[src/rtl/dct8_pkg.sv]
// Shared constants and types for the 8-point DCT core.
// Assumes a fixed coefficient precision; the shift-add networks are built for it.
package dct8_pkg;
    localparam int NPT   = 8;  // transform length
    localparam int HALF  = NPT / 2;
    localparam int NQ    = 8;  // fractional bits of the rotation constants
    localparam int GUARD = 5;  // growth bits above the sample width

    // Rotation constants, as floor(alpha * 2^NQ):
    // K_C4 = 181 (cos 4pi/16), K_DIFF = 138 (cos 2pi/16 - cos 6pi/16),
    // K_SUM = 334 (cos 2pi/16 + cos 6pi/16), K_C6 = 97 (cos 6pi/16)
    typedef enum logic [1:0] {K_C4, K_DIFF, K_SUM, K_C6} kconst_e;
endpackage

[src/rtl/dct8_cmul.sv]
// Constant multiplier: p = floor(a * K / 2^NQ) using shifts and adds only.
// Assumes NQ = 8; the product width leaves room for the largest constant.
module dct8_cmul #(
    parameter int IW = 21,
    parameter dct8_pkg::kconst_e KSEL = dct8_pkg::K_C4
) (
    input  logic signed [IW-1:0] a,
    output logic signed [IW-1:0] p
);
    localparam int PW = IW + dct8_pkg::NQ + 2;

    logic signed [PW-1:0] x;
    logic signed [PW-1:0] prod;

    // Sign-extend the operand into the product width.
    assign x = {{(PW-IW){a[IW-1]}}, a};

    generate
        if (KSEL == dct8_pkg::K_C4) begin : g_c4
            logic signed [PW-1:0] x3;
            // 181x = x + ((48x - 3x) << 2)
            always_comb begin
                x3   = (x <<< 2) - x;
                prod = x + (((x3 <<< 4) - x3) <<< 2);
            end
        end else if (KSEL == dct8_pkg::K_DIFF) begin : g_diff
            // 138x = (x + 4x + 64x) << 1
            always_comb prod = (x + (x <<< 2) + (x <<< 6)) <<< 1;
        end else if (KSEL == dct8_pkg::K_SUM) begin : g_sum
            logic signed [PW-1:0] x5;
            // 334x = ((8x - x) + (5x << 5)) << 1
            always_comb begin
                x5   = x + (x <<< 2);
                prod = (((x <<< 3) - x) + (x5 <<< 5)) <<< 1;
            end
        end else begin : g_c6
            // 97x = x + (3x << 5)
            always_comb prod = x + (((x <<< 2) - x) <<< 5);
        end
    endgenerate

    // Arithmetic right shift by NQ, done by taking bits.
    assign p = prod[dct8_pkg::NQ +: IW];
endmodule

[src/rtl/dct8_even.sv]
// Even half: from the four mirrored sums, produces coefficients 0, 2, 4, 6.
// Assumes inputs already carry enough guard bits for two more additions.
module dct8_even #(
    parameter int IW = 21
) (
    input  logic signed [IW-1:0] s [dct8_pkg::HALF],
    output logic signed [IW-1:0] y0,
    output logic signed [IW-1:0] y2,
    output logic signed [IW-1:0] y4,
    output logic signed [IW-1:0] y6
);
    logic signed [IW-1:0] e_a, e_b, e_c, e_d, rot_in, rot_out;

    // Second butterfly level and the multiplier-free outputs.
    always_comb begin
        e_a    = s[0] + s[3];
        e_d    = s[0] - s[3];
        e_b    = s[1] + s[2];
        e_c    = s[1] - s[2];
        rot_in = e_c + e_d;
        y0     = e_a + e_b;
        y4     = e_a - e_b;
    end

    dct8_cmul #(.IW(IW), .KSEL(dct8_pkg::K_C4)) u_rot (.a(rot_in), .p(rot_out));

    // Combine the rotated term into coefficients 2 and 6.
    always_comb begin
        y2 = e_d + rot_out;
        y6 = e_d - rot_out;
    end
endmodule

[src/rtl/dct8_odd.sv]
// Odd half: from the four mirrored differences, produces coefficients 1, 3, 5, 7.
// Uses four of the five constant multipliers; d[i] = x(i) - x(7-i).
module dct8_odd #(
    parameter int IW = 21
) (
    input  logic signed [IW-1:0] d [dct8_pkg::HALF],
    output logic signed [IW-1:0] y1,
    output logic signed [IW-1:0] y3,
    output logic signed [IW-1:0] y5,
    output logic signed [IW-1:0] y7
);
    logic signed [IW-1:0] o_lo, o_mid, o_hi, shared_in;
    logic signed [IW-1:0] m_shared, m_lo, m_hi, m_mid;
    logic signed [IW-1:0] z_lo, z_hi, q_p, q_m;

    // Pairwise sums feeding the rotations.
    always_comb begin
        o_lo      = d[3] + d[2];
        o_mid     = d[2] + d[1];
        o_hi      = d[1] + d[0];
        shared_in = o_lo - o_hi;
    end

    dct8_cmul #(.IW(IW), .KSEL(dct8_pkg::K_C6))   u_shared (.a(shared_in), .p(m_shared));
    dct8_cmul #(.IW(IW), .KSEL(dct8_pkg::K_DIFF)) u_lo     (.a(o_lo),      .p(m_lo));
    dct8_cmul #(.IW(IW), .KSEL(dct8_pkg::K_SUM))  u_hi     (.a(o_hi),      .p(m_hi));
    dct8_cmul #(.IW(IW), .KSEL(dct8_pkg::K_C4))   u_mid    (.a(o_mid),     .p(m_mid));

    // Final odd butterflies.
    always_comb begin
        z_lo = m_lo + m_shared;
        z_hi = m_hi + m_shared;
        q_p  = d[0] + m_mid;
        q_m  = d[0] - m_mid;
        y5   = q_m + z_lo;
        y3   = q_m - z_lo;
        y1   = q_p + z_hi;
        y7   = q_p - z_hi;
    end
endmodule

[src/rtl/dct8_core.sv]
// Top of the approximate 8-point forward DCT: mirror butterfly, even and odd
// halves, saturation to W bits, optional output register with valid.
// Assumes packed ports with sample/coefficient n at bits [n*W +: W].
module dct8_core #(
    parameter int W       = 16,
    parameter bit REG_OUT = 1'b1
) (
    input  logic                           clk,
    input  logic                           rst_n,
    input  logic                           in_valid,
    input  logic [dct8_pkg::NPT*W-1:0]     in_samp,
    output logic                           out_valid,
    output logic [dct8_pkg::NPT*W-1:0]     out_coef
);
    localparam int NPT  = dct8_pkg::NPT;
    localparam int HALF = dct8_pkg::HALF;
    localparam int IW   = W + dct8_pkg::GUARD;
    localparam logic signed [IW-1:0] VMAX = IW'((64'sd1 <<< (W-1)) - 64'sd1);
    localparam logic signed [IW-1:0] VMIN = ~VMAX;

    logic signed [IW-1:0] xs [NPT];
    logic signed [IW-1:0] sm [HALF];
    logic signed [IW-1:0] df [HALF];
    logic signed [IW-1:0] yw [NPT];
    logic [NPT*W-1:0]     sat_bus;

    genvar gi;
    generate
        for (gi = 0; gi < NPT; gi++) begin : g_unpack
            // Sign-extend each sample to the internal width.
            assign xs[gi] = IW'($signed(in_samp[gi*W +: W]));
        end
        for (gi = 0; gi < HALF; gi++) begin : g_mirror
            // Mirror butterfly: x(i) +/- x(7-i).
            assign sm[gi] = xs[gi] + xs[NPT-1-gi];
            assign df[gi] = xs[gi] - xs[NPT-1-gi];
        end
    endgenerate

    dct8_even #(.IW(IW)) u_even (
        .s(sm), .y0(yw[0]), .y2(yw[2]), .y4(yw[4]), .y6(yw[6])
    );
    dct8_odd #(.IW(IW)) u_odd (
        .d(df), .y1(yw[1]), .y3(yw[3]), .y5(yw[5]), .y7(yw[7])
    );

    generate
        for (gi = 0; gi < NPT; gi++) begin : g_sat
            // Clamp each coefficient to the signed W-bit range.
            always_comb begin
                if (yw[gi] > VMAX)
                    sat_bus[gi*W +: W] = VMAX[W-1:0];
                else if (yw[gi] < VMIN)
                    sat_bus[gi*W +: W] = VMIN[W-1:0];
                else
                    sat_bus[gi*W +: W] = yw[gi][W-1:0];
            end
        end

        if (REG_OUT) begin : g_reg
            // Output register: loads on valid, cleared by reset.
            always_ff @(posedge clk) begin
                if (!rst_n) begin
                    out_valid <= 1'b0;
                    out_coef  <= '0;
                end else begin
                    out_valid <= in_valid;
                    if (in_valid)
                        out_coef <= sat_bus;
                end
            end
        end else begin : g_comb
            // Combinational variant: result follows the inputs directly.
            assign out_valid = in_valid;
            assign out_coef  = sat_bus;
        end
    endgenerate
endmodule

[config.mk]
export PLATFORM = sky130hd
export DESIGN_NAME = dct8_core
export DESIGN_NICKNAME = d
export VERILOG_FILES = /design/src/rtl/dct8_pkg.sv /design/src/rtl/dct8_cmul.sv /design/src/rtl/dct8_even.sv /design/src/rtl/dct8_odd.sv /design/src/rtl/dct8_core.sv
export SDC_FILE = /design/constraint.sdc
export NUM_CORES = 2
export LEC_CHECK = 0
export BUFFER_PORTS_ARGS = -buffer_cell sky130_fd_sc_hd__buf_2
export CORE_ASPECT_RATIO = 0.75
export CORE_MARGIN = 2
export CORE_UTILIZATION = 40
export DETAILED_ROUTE_END_ITERATION = 16
export GPL_ROUTABILITY_DRIVEN = 0
export GPL_TIMING_DRIVEN = 0
export PLACE_DENSITY = 0.67
export SYNTH_ARGS = -nofsm -noshare
export SYNTH_HDL_FRONTEND = slang
export SYNTH_SLANG_ARGS = --single-unit
export TNS_END_PERCENT = 1
[constraint.sdc]
create_clock -name clk -period 25.2 [get_ports clk]
set_clock_uncertainty 0.2 [all_clocks]
set_input_delay 1.26 -clock clk [delete_from_list [all_inputs] [get_ports clk]]
set_output_delay 1.26 -clock clk [all_outputs]
set_load 0.005 [all_outputs]
# Yosys cells after proc, flatten, opt, wreduce, memory -nomap -nowiden
# Cells that the tools add are included.
classes:
  bitwise_logic: 0
  multipliers: 0
  order_cmp: 16
  n_eq_ne: 0
  mux: 16
  n_reduce_logical: 0
  add_sub_neg: 42
  shifts: 0
  n_div: 0
ops:
  columns: ["operator", "count"]
  rows:
  - ["$mux W16", 16]
  - ["$gt A21 B16 Y1 const B", 8]
  - ["$lt A21 B16 Y1 const B", 8]
  - ["$add A21 B21 Y21", 5]
  - ["$add A17 B17 Y18", 5]
  - ["$add A16 B16 Y17", 4]
  - ["$sub A16 B16 Y17", 4]
  - ["$sub A21 B21 Y21", 3]
  - ["$add A18 B20 Y21", 2]
  - ["$sub A17 B17 Y18", 2]
  - ["$add A18 B28 Y29", 1]
  - ["$add A19 B29 Y29", 1]
  - ["$add A21 B29 Y29", 1]
  - ["$add A28 B28 Y28", 1]
  - ["$sub A26 B22 Y27", 1]
  - ["$sub A25 B21 Y26", 1]
  - ["$add A21 B24 Y25", 1]
  - ["$sub A23 B21 Y24", 1]
  - ["$sub A21 B18 Y22", 1]
  - ["$sub A21 B19 Y22", 1]
  - ["$add A17 B21 Y21", 1]
  - ["$add A18 B21 Y21", 1]
  - ["$sub A17 B21 Y21", 1]
  - ["$sub A18 B21 Y21", 1]
  - ["other kinds (3)", 3]
word_totals:
  latch_bits: 0
  output_inout_bits: 129
  n_memories: 0
  mem_bits_rw: 0
  register_bits: 129
  in_bits: 131
  romBits: 0
  word_cells: 76

# Longest topological paths before layout
depth:
  depth_word: 10
  depth_mapped: 64
  ltp_nobuf: 62

# Modules after synthesis
# A second synthesis with hierarchy kept.
unflattened:
  hier_cells: 6106
  area_unflattened_um2: 44313.8
by_module_without_submodules:
  columns: ["module", "seq_area_each_um2", "cells_per_inst", "area_each_um2", "n_inst"]
  rows:
  - ["dct8_odd", 0.0, 1576, 11116.9, 1]
  - ["dct8_core", 2582.5, 1464, 10795.4, 1]
  - ["dct8_even", 0.0, 1129, 8181.6, 1]
  - ["dct8_cmul (u_even.u_rot)", 0.0, 580, 4071.4, 1]
  - ["dct8_cmul (u_odd.u_mid)", 0.0, 496, 3602.2, 1]
  - ["dct8_cmul (u_odd.u_hi)", 0.0, 362, 2687.6, 1]
  - ["dct8_cmul (u_odd.u_shared)", 0.0, 338, 2457.4, 1]
  - ["dct8_cmul (u_odd.u_lo)", 0.0, 161, 1401.3, 1]

# Worst setup path after synthesis
# Ideal clock, no wire load.
synth_path:
  kind: "input port to flip-flop"
  startpoint: "in in_samp[81] (netlist bit)"
  endpoint: "reg out_coef[116] (netlist bit)"
  path_stages: 53
  t_arrival_ns: 12.587
  setup_ns: 0.122
  t_required_ns: 24.878
  n_path_buf: 3
  path_slack_ns: 12.291
  path_cell_list: "inv_1 ha_1 nor2b_1 o21ai_0 a21boi_0 o21ai_0 a21boi_0 o21ai_0 a21boi_0 o21a_1 o21ai_0 a21oi_1 o21a_1 o21a_1 nor2_1 xnor2_1 fa_1 ha_1 (+17 left out) ha_1 and3_1 a221o_1 nor2_1 xnor2_1 ha_1 clkbuf_1 inv_1 a21oi_1 o31a_1 o21ai_0 a221oi_1 o21bai_1 a21oi_1 xnor3_2 a21oi_2 buf_2 a21oi_1"
synth_via:
  elab_chain_len: 10
  word_cells_on_any_way: 16
  cone_classes: "add/sub: 12; order compare: 2; mux: 2"
synth_rtl:
  columns: ["item", "line_no", "text"]
  rows:
  - ["start, declared", "dct8_core.sv:11", "input logic [dct8_pkg::NPT*W-1:0] in_samp,"]
  - ["$sub A16 B16 Y17 (*)", "dct8_core.sv:36", "assign df[gi] = xs[gi] - xs[NPT-1-gi];"]
  - ["$add A17 B17 Y18 (on tied branches)", "dct8_odd.sv:19, dct8_odd.sv:18", null]
  - ["$sub A20 B18 Y21 / $sub A18 B18 Y19 (equally long branches)", "dct8_cmul.sv:23, dct8_odd.sv:21", null]
  - ["$sub A25 B21 Y26 / $sub A23 B21 Y24 (equally long branches)", "dct8_cmul.sv:24, dct8_cmul.sv:38", null]
  - ["$add A18 B28 Y29 / $add A21 B29 Y29 (equally long branches)", "dct8_cmul.sv:24, dct8_cmul.sv:38", null]
  - ["$add A17 B21 Y21 / $add A21 B21 Y21 (equally long branches)", "dct8_odd.sv:33, dct8_odd.sv:32", null]
  - ["$sub A21 B21 Y21 (*)", "dct8_odd.sv:38", "y7 = q_p - z_hi;"]
  - ["$lt A21 B16 Y1", "dct8_core.sv:53", "else if (yw[gi] < VMIN)"]
  - ["$mux W16", "dct8_core.sv:53", null]
  - ["$mux W16 (*)", "dct8_core.sv:51", "if (yw[gi] > VMAX)"]
  - ["end signal, assigned", "dct8_core.sv:69", "out_coef <= sat_bus;"]
  - ["end, declared", "dct8_core.sv:13", "output logic [dct8_pkg::NPT*W-1:0] out_coef"]
# Every way passes the cells marked *; elsewhere a longest branch is shown, timed or not.
# A chain may end at the register's enable or synchronous reset.

# Worst setup path after layout
# Ends and elaborated chain as after synthesis.

==> flow_summary.yaml <==
floorplan:
  die_w_um: 361
  rows: 98
  die_height_um: 272
  initial_utilization_pct: 40.3
  fp.coreArea_mm2: 0.0952
  die_area_mm2: 0.0984
  ios: 260
sta:
  fin_crit_ps: 16080
  setup_violations: 0
  fin_crit_sh_pct: 63.8
  tightestPinTransition_ps: 1350
  relSlewSlack_pct: 9.50
  maxSlewViolCount: 0
  clock.fmax_ghz: 0.0622
  setup_ws_ps: 9120
  hold_violations: 0
  final.setup.tns_ps: 0
  rsz0062_at_grt: "no"
synthesis:
  synth_top_area_share_pct: 24.1
  yosysWarnings: 0
  yosysSeqAreaShare_pct: 6.74
  synth_cells: 5201
  synth_most_common_cell: "ha_1"
  ys_ff_latch: 129
  synth-edff-count: 0
  yosys.area.top_type: "ha_1"
  netlist-cell-type-count: 102
  netlist_area_mm2: 0.0383
  synthTopCellsByArea: "ha_1 (24%), xnor2_1 (9.5%), a21oi_1 (7.3%), dfxtp_1 (6.7%), inv_1 (6.5%)"
  netlist_top_cells_count: "ha_1 (738), inv_1 (659), a21oi_1 (562)"
  synthFlopType: "dfxtp_1"
  syn_avg_cell_area_um2: 7.37
  syn_nets: 6144
  async_reset_ff_share_pct: 0
layout:
  final_cells: 6756
  nets: 6424
  drive_gt1_share_pct: 7.83
  multi_input_area_mm2: 0.0327
  syn_to_final_growth_pct: 9.08
  n_fill_cell: 9708
  seqCellArea_mm2: 0.00258
cts:
  path_clk_slew_ps: 60
  cts_tree: "done"
  cts_root_buf: "clkbuf_16"
  clkSinkCount: 129
  htree_levels: 4
  post-cts-setup-buffers: 0
  ctsLongestPathBuffers: 2
  clock_latency_ps: 430
  numCtsBuffers: 17
  ctsHoldBuffers: 0
  cts-resized-gates: 0
worst_setup_path:
  reg2regPathDepth: 1
  worstPathArrival_ps: 16240
  r2r_setup_slack_ps: 24260
  r2r_start: "out_coef[67]"
  max_stage_delay_ps: 930
  crit_path_end_kind: "flip-flop"
  required_ps: 25360
  cp_slowest_cell: "nor4_1"
  worstPathMaxFanout: 16
  criticalPathCategory: "input port to flip-flop"
  crit_path_start_kind: "input port"
  crit_family: "compound AO/OA/AOI/OAI gates"
  worst-path-buf-inv: 6
  reg2reg_to: "out_coef[67]"
  cp_common_cell: "o21ai_0"
placement:
  portBuffers: 257
  hpwlAfterDp_mm: 114
  dp_slack_ps: 9150
  dp_cells: 6711
detailed_routing:
  wirelength_mm: 129
  vias_per_cell: 5.69
  first_pass_iters: 6
  wl_per_cell_um: 19.1
  vias: 38500
  drt_iter0_markers: 4208
  postRouteAntennaNets: 0
  drc_errors: 0
hold_path:
  hold-path-endpoint: "out_coef[15]"
  holdPathStages: 2
  hp-class: "flip-flop to flip-flop"
  min-delay-start: "out_coef[15]"
job:
  maxCapViolations: 0
global_routing:
  grt_max_degree: 17
  antenna_found_initial: 21
  grt_first_pass_wirelength_mm: 194
  grt_pass1_vias: 33500
  grt_overflow_total: 0
  grt_use_total_pct: 24.9
status:
  status: "finished clean"
## sequential cells by signal (all words and copies together) (netlist names)
signal	count
out_coef	128
out_valid	1
## routing by layer
metal / track usage (%) / vias to the layer above / wire, um
met5: 0 / - / 118
met4: 3.48 / 20 / 1850
met3: 5.53 / 106 / 14300
met2: 34.1 / 1640 / 48400
met1: 39.5 / 17900 / 64400
li1: - / 18800 / -
## placed cells by master, fill, tap and decap left out, drive strengths merged, types with 38 or more instances in the layout
cell      n
xor2    173
fa       74
a211oi   38
nor2b    54
and3     45
nand2   204
ha      738
nand2b   77
clkbuf  134
a21o    118
nor3    119
inv     666
a31oi    43
a21oi   569
xnor2   419
dfxtp   129
o21ai   373
buf     281
o21a     82
nor2    390
nand3    79
o21bai  172
## worst min-delay path, cell delays in order, from the launching register on
cell	delay, ps
dfxtp_1	300
nor2_1	80
a211oi_1	50
## worst max path at each step
stage	from	end	slack (ps)	depth (start not counted)
final	in_samp[81]	out_coef[116]	9120	55
after floorplan	in_samp[81]	out_coef[116]	12290	53
after detailed placement	in_samp[81]	out_coef[116]	9150	53
after CTS	in_samp[81]	out_coef[116]	9580	53
after global placement	in_samp[81]	out_coef[118]	8730	52
after global routing	in_samp[81]	out_coef[118]	8180	53
## kinds of logic (layout without fill, tap and decap cells)
group                    count (synthesis)  count (layout)  share of synthesized area (%)
AO/OA/AOI/OAI                         1705            1705                           28.4
AND/OR/NAND/NOR                       1138            1138                           14.5
other                                    0              12                              0
buffers and inverters                  797            1090                           7.98
multiplexers                            18              18                          0.493
adder cells (fa/ha/maj)                816             816                           28.1
flip-flops                             129             129                           6.74
XOR/XNOR                               598             598                           13.9
## final cells by class
type,instances,area share [%]
Antenna cell,12,0.0718
Buffer,134,1.37
Clock buffer,20,1.07
Clock inverter,12,0.242
Inverter,663,5.95
Multi-Input combinational cell,4275,78.2
Sequential cell,129,6.18
Tap cell,1250,3.74
Timing Repair Buffer,261,3.17
## stage by stage
stage	util (%)	hold WS, ps	cell area, um2
detailed placement	43.3	280	41200
global route	43.9	309	41800
CTS	43.9	291	41800
finish	44.0	284	41800
floorplan	-	277	38300
global placement	43.3	272	41200
Power is left out: the tool's default activity adds up to more than one toggle a clock period on the data nets, which glitch-free logic cannot reach.
